## src/rtl/i2cw_pkg.sv

```systemverilog
package i2cw_pkg;

    typedef enum logic [2:0] {
        ST_IDLE     = 3'd0,
        ST_ADDR     = 3'd1,
        ST_ADDR_ACK = 3'd2,
        ST_WR_BYTE  = 3'd3,
        ST_WR_ACK   = 3'd4,
        ST_RD_BYTE  = 3'd5,
        ST_RD_ACK   = 3'd6
    } slv_state_t;

endpackage

```

## src/rtl/i2cw_glitch_filter.sv

```systemverilog
module i2cw_glitch_filter #(
    parameter int STABLE_CYC = 10
) (
    input  logic clk,
    input  logic rst_n,
    input  logic line_i,
    output logic line_o
);
    localparam int CW = $clog2(STABLE_CYC + 1);

    logic [1:0]    sync_q;
    logic [CW-1:0] run_q;

    // two-flop synchronizer, then a change must persist STABLE_CYC cycles
    always_ff @(posedge clk or negedge rst_n) begin
        if (!rst_n) begin
            sync_q <= 2'b11;
            run_q  <= '0;
            line_o <= 1'b1;
        end else begin
            sync_q <= {sync_q[0], line_i};
            if (sync_q[1] == line_o) begin
                run_q <= '0;
            end else if (run_q == CW'(STABLE_CYC - 1)) begin
                line_o <= sync_q[1];
                run_q  <= '0;
            end else begin
                run_q <= run_q + 1'b1;
            end
        end
    end

    // the filtered line only ever moves to the value it was offered
    assert_filter_follow_R9: assert property (@(posedge clk) disable iff (!rst_n)
        !$stable(line_o) |-> (line_o == $past(sync_q[1])));

endmodule

```

## src/rtl/i2cw_bus_events.sv

```systemverilog
module i2cw_bus_events (
    input  logic clk,
    input  logic rst_n,
    input  logic scl_f,
    input  logic sda_f,
    output logic scl_rise_o,
    output logic scl_fall_o,
    output logic start_o,
    output logic stop_o
);
    logic scl_p, sda_p;

    always_ff @(posedge clk or negedge rst_n) begin
        if (!rst_n) begin
            scl_p <= 1'b1;
            sda_p <= 1'b1;
        end else begin
            scl_p <= scl_f;
            sda_p <= sda_f;
        end
    end

    always_comb begin
        scl_rise_o = scl_f & ~scl_p;
        scl_fall_o = ~scl_f & scl_p;
        start_o    = scl_f & scl_p & sda_p & ~sda_f;
        stop_o     = scl_f & scl_p & ~sda_p & sda_f;
    end

endmodule

```

## src/rtl/i2cw_engine.sv

```systemverilog
module i2cw_engine
    import i2cw_pkg::*;
#(
    parameter int         BYTE_W      = 8,
    parameter int         STRAP_W     = 3,
    parameter logic [3:0] ADDR_PREFIX = 4'b1010,
    localparam int        WORD_W      = 2 * BYTE_W,
    localparam int        CNT_W       = $clog2(BYTE_W + 1)
) (
    input  logic               clk,
    input  logic               rst_n,
    input  logic               scl_f,
    input  logic               sda_f,
    input  logic               scl_rise,
    input  logic               scl_fall,
    input  logic               start_ev,
    input  logic               stop_ev,
    input  logic [STRAP_W-1:0] strap_i,
    input  logic [WORD_W-1:0]  stat_i,
    output logic               sda_oe_o,
    output logic [WORD_W-1:0]  wr_word_o,
    output logic               wr_vld_o
);
    slv_state_t        st_q, st_nx;
    logic [WORD_W-1:0] shreg_q;
    logic [CNT_W-1:0]  bit_cnt_q;
    logic              rw_q;
    logic              second_q;
    logic              mack_q;
    logic              bit_full;
    logic              addr_hit;

    assign bit_full = (bit_cnt_q == CNT_W'(BYTE_W));
    assign addr_hit = (shreg_q[BYTE_W-1:1] == {ADDR_PREFIX, strap_i});

    // next-state logic
    always_comb begin
        st_nx = st_q;
        if (stop_ev) begin
            st_nx = ST_IDLE;
        end else if (start_ev) begin
            st_nx = ST_ADDR;
        end else begin
            unique case (st_q)
                ST_IDLE:     st_nx = ST_IDLE;
                ST_ADDR:     if (scl_fall && bit_full)
                                 st_nx = addr_hit ? ST_ADDR_ACK : ST_IDLE;
                ST_ADDR_ACK: if (scl_fall)
                                 st_nx = rw_q ? ST_RD_BYTE : ST_WR_BYTE;
                ST_WR_BYTE:  if (scl_fall && bit_full)
                                 st_nx = ST_WR_ACK;
                ST_WR_ACK:   if (scl_fall)
                                 st_nx = second_q ? ST_IDLE : ST_WR_BYTE;
                ST_RD_BYTE:  if (scl_fall && bit_cnt_q == CNT_W'(BYTE_W - 1))
                                 st_nx = ST_RD_ACK;
                ST_RD_ACK:   if (scl_fall)
                                 st_nx = (mack_q && !second_q) ? ST_RD_BYTE : ST_IDLE;
                default:     st_nx = ST_IDLE;
            endcase
        end
    end

    // state register
    always_ff @(posedge clk or negedge rst_n) begin
        if (!rst_n) st_q <= ST_IDLE;
        else        st_q <= st_nx;
    end

    // datapath and outputs
    always_ff @(posedge clk or negedge rst_n) begin
        if (!rst_n) begin
            shreg_q   <= '0;
            bit_cnt_q <= '0;
            rw_q      <= 1'b0;
            second_q  <= 1'b0;
            mack_q    <= 1'b0;
            sda_oe_o  <= 1'b0;
            wr_word_o <= '0;
            wr_vld_o  <= 1'b0;
        end else begin
            wr_vld_o <= 1'b0;
            if (stop_ev || start_ev) begin
                sda_oe_o  <= 1'b0;
                bit_cnt_q <= '0;
                second_q  <= 1'b0;
            end else begin
                unique case (st_q)
                    ST_IDLE: begin
                        sda_oe_o <= 1'b0;
                    end
                    ST_ADDR: begin
                        if (scl_rise && !bit_full) begin
                            shreg_q   <= {shreg_q[WORD_W-2:0], sda_f};
                            bit_cnt_q <= bit_cnt_q + 1'b1;
                        end
                        if (scl_fall && bit_full) begin
                            bit_cnt_q <= '0;
                            if (addr_hit) begin
                                sda_oe_o <= 1'b1;
                                rw_q     <= shreg_q[0];
                                shreg_q  <= stat_i;
                            end
                        end
                    end
                    ST_ADDR_ACK: begin
                        if (scl_fall)
                            sda_oe_o <= rw_q ? ~shreg_q[WORD_W-1] : 1'b0;
                    end
                    ST_WR_BYTE: begin
                        if (scl_rise && !bit_full) begin
                            shreg_q   <= {shreg_q[WORD_W-2:0], sda_f};
                            bit_cnt_q <= bit_cnt_q + 1'b1;
                        end
                        if (scl_fall && bit_full) begin
                            sda_oe_o  <= 1'b1;
                            bit_cnt_q <= '0;
                        end
                    end
                    ST_WR_ACK: begin
                        if (scl_fall) begin
                            sda_oe_o <= 1'b0;
                            if (second_q) begin
                                wr_word_o <= shreg_q;
                                wr_vld_o  <= 1'b1;
                                second_q  <= 1'b0;
                            end else begin
                                second_q <= 1'b1;
                            end
                        end
                    end
                    ST_RD_BYTE: begin
                        if (scl_fall) begin
                            shreg_q <= {shreg_q[WORD_W-2:0], 1'b0};
                            if (bit_cnt_q == CNT_W'(BYTE_W - 1)) begin
                                sda_oe_o  <= 1'b0;
                                bit_cnt_q <= '0;
                            end else begin
                                sda_oe_o  <= ~shreg_q[WORD_W-2];
                                bit_cnt_q <= bit_cnt_q + 1'b1;
                            end
                        end
                    end
                    ST_RD_ACK: begin
                        if (scl_rise)
                            mack_q <= ~sda_f;
                        if (scl_fall) begin
                            if (mack_q && !second_q) begin
                                second_q <= 1'b1;
                                sda_oe_o <= ~shreg_q[WORD_W-1];
                            end else begin
                                sda_oe_o <= 1'b0;
                            end
                        end
                    end
                    default: sda_oe_o <= 1'b0;
                endcase
            end
        end
    end

    // the address acknowledge only follows a matching address byte
    assert_ack_matched_R2: assert property (@(posedge clk) disable iff (!rst_n)
        ($rose(sda_oe_o) && $past(st_q) == ST_ADDR)
        |-> ($past(shreg_q[BYTE_W-1:1]) == {ADDR_PREFIX, $past(strap_i)}));

    // a slave that has settled in idle leaves SDA alone
    assert_idle_release_R3: assert property (@(posedge clk) disable iff (!rst_n)
        (st_q == ST_IDLE && $past(st_q) == ST_IDLE) |-> !sda_oe_o);

    // the strobe is a single cycle and comes out of the write acknowledge
    assert_strobe_pulse_R4: assert property (@(posedge clk) disable iff (!rst_n)
        wr_vld_o |=> !wr_vld_o);
    assert_strobe_source_R4: assert property (@(posedge clk) disable iff (!rst_n)
        wr_vld_o |-> ($past(st_q) == ST_WR_ACK && !scl_f));

    // the captured status word holds between SCL falls while sending
    assert_read_hold_R6: assert property (@(posedge clk) disable iff (!rst_n)
        (st_q == ST_RD_BYTE && $past(st_q) == ST_RD_BYTE && !$past(scl_fall))
        |-> $stable(shreg_q));

    // the pull-low enable moves only while SCL is low
    assert_oe_scl_low_R10: assert property (@(posedge clk) disable iff (!rst_n)
        (!$stable(sda_oe_o) && !$past(start_ev) && !$past(stop_ev)) |-> !scl_f);

endmodule

```

## src/rtl/i2c_word_slave.sv

```systemverilog
module i2c_word_slave #(
    parameter int         BYTE_W      = 8,
    parameter int         STRAP_W     = 3,
    parameter logic [3:0] ADDR_PREFIX = 4'b1010,
    parameter int         FILT_CYC    = 10,
    localparam int        WORD_W      = 2 * BYTE_W
) (
    input  logic               clk,
    input  logic               rst_n,
    input  logic               scl_i,
    input  logic               sda_i,
    input  logic [STRAP_W-1:0] strap_i,
    input  logic [WORD_W-1:0]  stat_i,
    output logic               sda_oe_o,
    output logic [WORD_W-1:0]  wr_word_o,
    output logic               wr_vld_o
);
    logic [1:0] raw_lines;
    logic [1:0] clean_lines;
    logic       scl_rise, scl_fall, start_ev, stop_ev;

    assign raw_lines = {scl_i, sda_i};

    for (genvar g = 0; g < 2; g++) begin : g_line
        i2cw_glitch_filter #(.STABLE_CYC(FILT_CYC)) u_filt (
            .clk    (clk),
            .rst_n  (rst_n),
            .line_i (raw_lines[g]),
            .line_o (clean_lines[g])
        );
    end

    i2cw_bus_events u_evt (
        .clk        (clk),
        .rst_n      (rst_n),
        .scl_f      (clean_lines[1]),
        .sda_f      (clean_lines[0]),
        .scl_rise_o (scl_rise),
        .scl_fall_o (scl_fall),
        .start_o    (start_ev),
        .stop_o     (stop_ev)
    );

    i2cw_engine #(
        .BYTE_W      (BYTE_W),
        .STRAP_W     (STRAP_W),
        .ADDR_PREFIX (ADDR_PREFIX)
    ) u_eng (
        .clk       (clk),
        .rst_n     (rst_n),
        .scl_f     (clean_lines[1]),
        .sda_f     (clean_lines[0]),
        .scl_rise  (scl_rise),
        .scl_fall  (scl_fall),
        .start_ev  (start_ev),
        .stop_ev   (stop_ev),
        .strap_i   (strap_i),
        .stat_i    (stat_i),
        .sda_oe_o  (sda_oe_o),
        .wr_word_o (wr_word_o),
        .wr_vld_o  (wr_vld_o)
    );

endmodule

```

## config.mk

```make
export PLATFORM = sky130hd
export DESIGN_NAME = i2c_word_slave
export DESIGN_NICKNAME = d
export VERILOG_FILES = /design/src/rtl/i2cw_pkg.sv /design/src/rtl/i2cw_glitch_filter.sv /design/src/rtl/i2cw_bus_events.sv /design/src/rtl/i2cw_engine.sv /design/src/rtl/i2c_word_slave.sv
export SDC_FILE = /design/constraint.sdc
export NUM_CORES = 1
export LEC_CHECK = 0
export ABC_AREA = 1
export BUFFER_PORTS_ARGS = -buffer_cell sky130_fd_sc_hd__buf_2
export CELL_PAD_IN_SITES_DETAIL_PLACEMENT = 0
export CELL_PAD_IN_SITES_GLOBAL_PLACEMENT = 1
export CORE_ASPECT_RATIO = 1.25
export CORE_MARGIN = 2
export CORE_UTILIZATION = 48
export CTS_BUF_LIST = sky130_fd_sc_hd__clkbuf_8
export DETAILED_ROUTE_END_ITERATION = 10
export HOLD_SLACK_MARGIN = 0.15
export PLACE_DENSITY_LB_ADDON = 0.1
export RECOVER_POWER = 25
export SLEW_MARGIN = 0
export SYNTH_ARGS = -nofsm -noshare
export SYNTH_HDL_FRONTEND = slang
export SYNTH_SLANG_ARGS = --single-unit
```

## constraint.sdc

```tcl
create_clock -name clk -period 5.01 [get_ports clk]
set_input_delay 0.7515 -clock clk [delete_from_list [all_inputs] [get_ports clk]]
set_output_delay 0.7515 -clock clk [all_outputs]
set_load 0.03 [all_outputs]
```

==> out/results.tsv <==
metric	value	unit
area_growth	11.6	%
p_sw	514	uW
yosysSeqAreaShare	41.4	%
max_freq	0.409	GHz
synthAdderAreaFrac	2.05	%
post-route-period-util	48.8	%
die_x	82.0	um
rows	35	
max-cap-violations	0	
core	0.00736	mm2
crit_chain	inv_1, ha_1, nand3_1, nand2_1, o21ai_0, nor2_1, nor2_1, a21oi_2	
place_area	0.00386	mm2
grt_pass1_vias	3220	
fill_cells	761	
cellPowerDensity	368	mW/mm2
drt-total-wl	9.02	mm
cts_buffers	9	
yosysWarnings	0	
p_int	986	uW
power_leakage	2.08	nW
hp-class	reg -> reg	
grt_pass1_wl	15.0	mm
globalplace.congestion	0.882	
synth_compound_area_share	11.5	%
drtIter0Drc	197	
crit_top_cell	nor2_1	
clkTransAtPathRegs	0.07	ns
synth-simple-area-share	34.8	%
antenna_found_initial	0	
finalNetCount	565	
synth_seq_cells	60	
cp-start-kind	flop	
p_seq_share	44.0	%
syn_area	0.00365	mm2
antennaDiodeCount	0	
grt_overflow	0	
ys_types	35	
skew	0.0112	ns
start_util	49.7	%
swShare	34.3	%
cts_tree	built	
cts-resized-gates	0	
die_h	102	um
critPathArrivalTime	2.68	ns
synth_top_family_by_area	simple AND/OR/NAND/NOR gates	
portBuffers	40	
num_vias	3354	
cts.sinks	60	
grt_usage	23.6	%
root_buffer	clkbuf_8	
p_clk_share	32.2	%
die_area	0.00833	mm2
rsz0062_at_grt	false	
wl_per_cell	14.2	um
ios	41	
syn_nets	531	
clk_path_buf_depth	2	
critical_path.max_stage_delay	0.64	ns
synth-xor-area-share	0.719	%
critical_path_class	reg -> reg	
fin_area	0.00408	mm2
hpwl	6.09	mm
antenna_left	0	
cpMaxStageDelayCell	nand2_1	
setup_viol	0	
firstDrtPassIters	5	
endpoint_kind	flop	
period_needed	2.44	ns
relSlewSlack	33.7	%
outcome	complete, no violations	
syn_area_per_cell	7.28	um2
p_comb_share	23.8	%
clk_latency	0.35	ns
vias_per_cell	5.30	
hold_buffers	0	
worst-path-max-fanout	32	
drive_gt1_share	17.4	%
cts_setup_buffers	0	
grt_max_degree	61	
peakVddDrop	198	uV
setup_tns	0	ns
synth_mux_area_share	0	%
cts_max_level	3	
final-max-slew-violation-count	0	
max_slew.worst_pin.slew	0.993	ns
finalHoldViolCount	0	
syn_inst	502	
crit_required	5.24	ns
drcViolationCount	0	
==> Yosys cell counts, drive strengths merged <==
| cell | count | area share [%] |
|---|---|---|
| o21a | 1 | 0.21 |
| clkbuf | 1 | 0.14 |
| nor3 | 2 | 0.27 |
| dfstp | 8 | 5.8 |
| a21oi | 24 | 4.0 |
| nand3b | 2 | 0.41 |
| xnor2 | 2 | 0.48 |
| nand2 | 125 | 13 |
| a21boi | 1 | 0.21 |
| a31oi | 2 | 0.34 |
| o21ai | 46 | 6.5 |
| dfrtp | 52 | 36 |
| o211ai | 1 | 0.21 |
| inv | 61 | 6.4 |
| nand4 | 17 | 3.1 |
| nand3 | 53 | 7.9 |
| buf | 17 | 3.1 |
| ha | 6 | 2.1 |
| nor2 | 79 | 9.1 |
| nor3b | 1 | 0.51 |
| xor2 | 1 | 0.24 |
==> critical path: cells and delay by family, from the launching register on <==
family | cells | cell delay [ns]
buf+inv | 1 | 0.07
simple gates | 4 | 1.07
flops | 1 | 0.40
compound gates | 2 | 0.57
fa+ha+maj | 1 | 0.22
==> routing by layer <==
layer  vias to the layer above  wire length (um)  global-route usage (%)
li1                       1689                 -                       -
met1                      1561              3900                    28.7
met2                        80              4450                    39.5
met3                        24               366                    4.46
met4                         0               309                    11.9
met5                         -                 0                       0
==> registers in the layout, indices dropped and copies added (netlist names), 2 cells and up <==
signal                count
u_eng.shreg_q            16
u_eng.st_q                3
u_eng.wr_word_o          16
g_line.u_filt.line_o      2
g_line.u_filt.sync_q      4
u_eng.bit_cnt_q           4
g_line.u_filt.run_q       8
==> per-stage QoR <==
step	std cells	util [%]	power, mW	setup slack [ns]	hold slack (ns)
floorplan	502	-	0.924	3.32	0.345
global placement	617	52.4	1.01	2.61	0.350
detailed placement	617	52.4	1.02	2.60	0.348
CTS	633	55.4	1.51	2.56	0.359
global route	633	55.4	1.60	2.25	0.360
finish	633	55.4	1.50	2.57	0.358
==> final cells by class <==
class	count	area (um2)	share of cell area, %
Multi-Input combinational cell	363	1790	43.9
Sequential cell	60	1510	37.1
Timing Repair Buffer	41	208	5.10
Inverter	61	234	5.74
Tap cell	92	115	2.82
Clock inverter	6	80.1	1.96
Clock buffer	10	138	3.38
==> power by group through the flow <==
stage	registers [mW]	clock network, mW	logic, mW
floorplan	0.642	0	0.282
detailed placement	0.669	0	0.355
global placement	0.666	0	0.348
global route	0.672	0.514	0.418
finish	0.660	0.483	0.357
CTS	0.659	0.492	0.358
==> cell usage in the layout, fill, tap and decap left out, drive strengths merged <==
cell type / synthesis / final
nor2: 79 / 79
nor3: 2 / 2
xnor2: 2 / 2
o21a: 1 / 1
bufinv: 0 / 2
o211ai: 1 / 1
xor2: 1 / 1
nand4: 17 / 17
clkbuf: 1 / 10
nand3: 53 / 53
inv: 61 / 63
nor3b: 1 / 1
o21ai: 46 / 46
clkinv: 0 / 1
a21boi: 1 / 1
a31oi: 2 / 2
nand3b: 2 / 2
a21oi: 24 / 24
ha: 6 / 6
buf: 17 / 41
dfrtp: 52 / 52
nand2: 125 / 125
clkinvlp: 0 / 1
dfstp: 8 / 8
==> worst paths after layout <==
| check | from | endpoint | slack, ns | cells after the start |
|---|---|---|---|---|
| max | u_eng.bit_cnt_q[0]$_DFFE_PN0P_ | u_eng.shreg_q[6]$_DFFE_PN0P_ | 2.57 | 8 |
| min | g_line[1].u_filt.sync_q[0]$_DFF_PN1_ | g_line[1].u_filt.sync_q[1]$_DFF_PN1_ | 0.36 | 0 |
| max reg2reg | u_eng.bit_cnt_q[0]$_DFFE_PN0P_ | u_eng.shreg_q[6]$_DFFE_PN0P_ | 2.57 | 8 |
| min reg2reg | g_line[1].u_filt.sync_q[0]$_DFF_PN1_ | g_line[1].u_filt.sync_q[1]$_DFF_PN1_ | 0.36 | 0 |
| max in group asynchronous | rst_n | u_eng.second_q$_DFFE_PN0P_ | 3.94 | 2 |
| min in group asynchronous | rst_n | u_eng.wr_word_o[2]$_DFFE_PN0P_ | 0.55 | 2 |
==> kinds of logic (layout without fill, tap and decap cells) <==
kind of cell    count (synthesis)  in the layout
simple gates                  279            279
fa+ha+maj                       6              6
buf+inv                        79            118
xor+xnor                        3              3
flops                          60             60
compound gates                 75             75
Power figures use the tool's default switching activity.
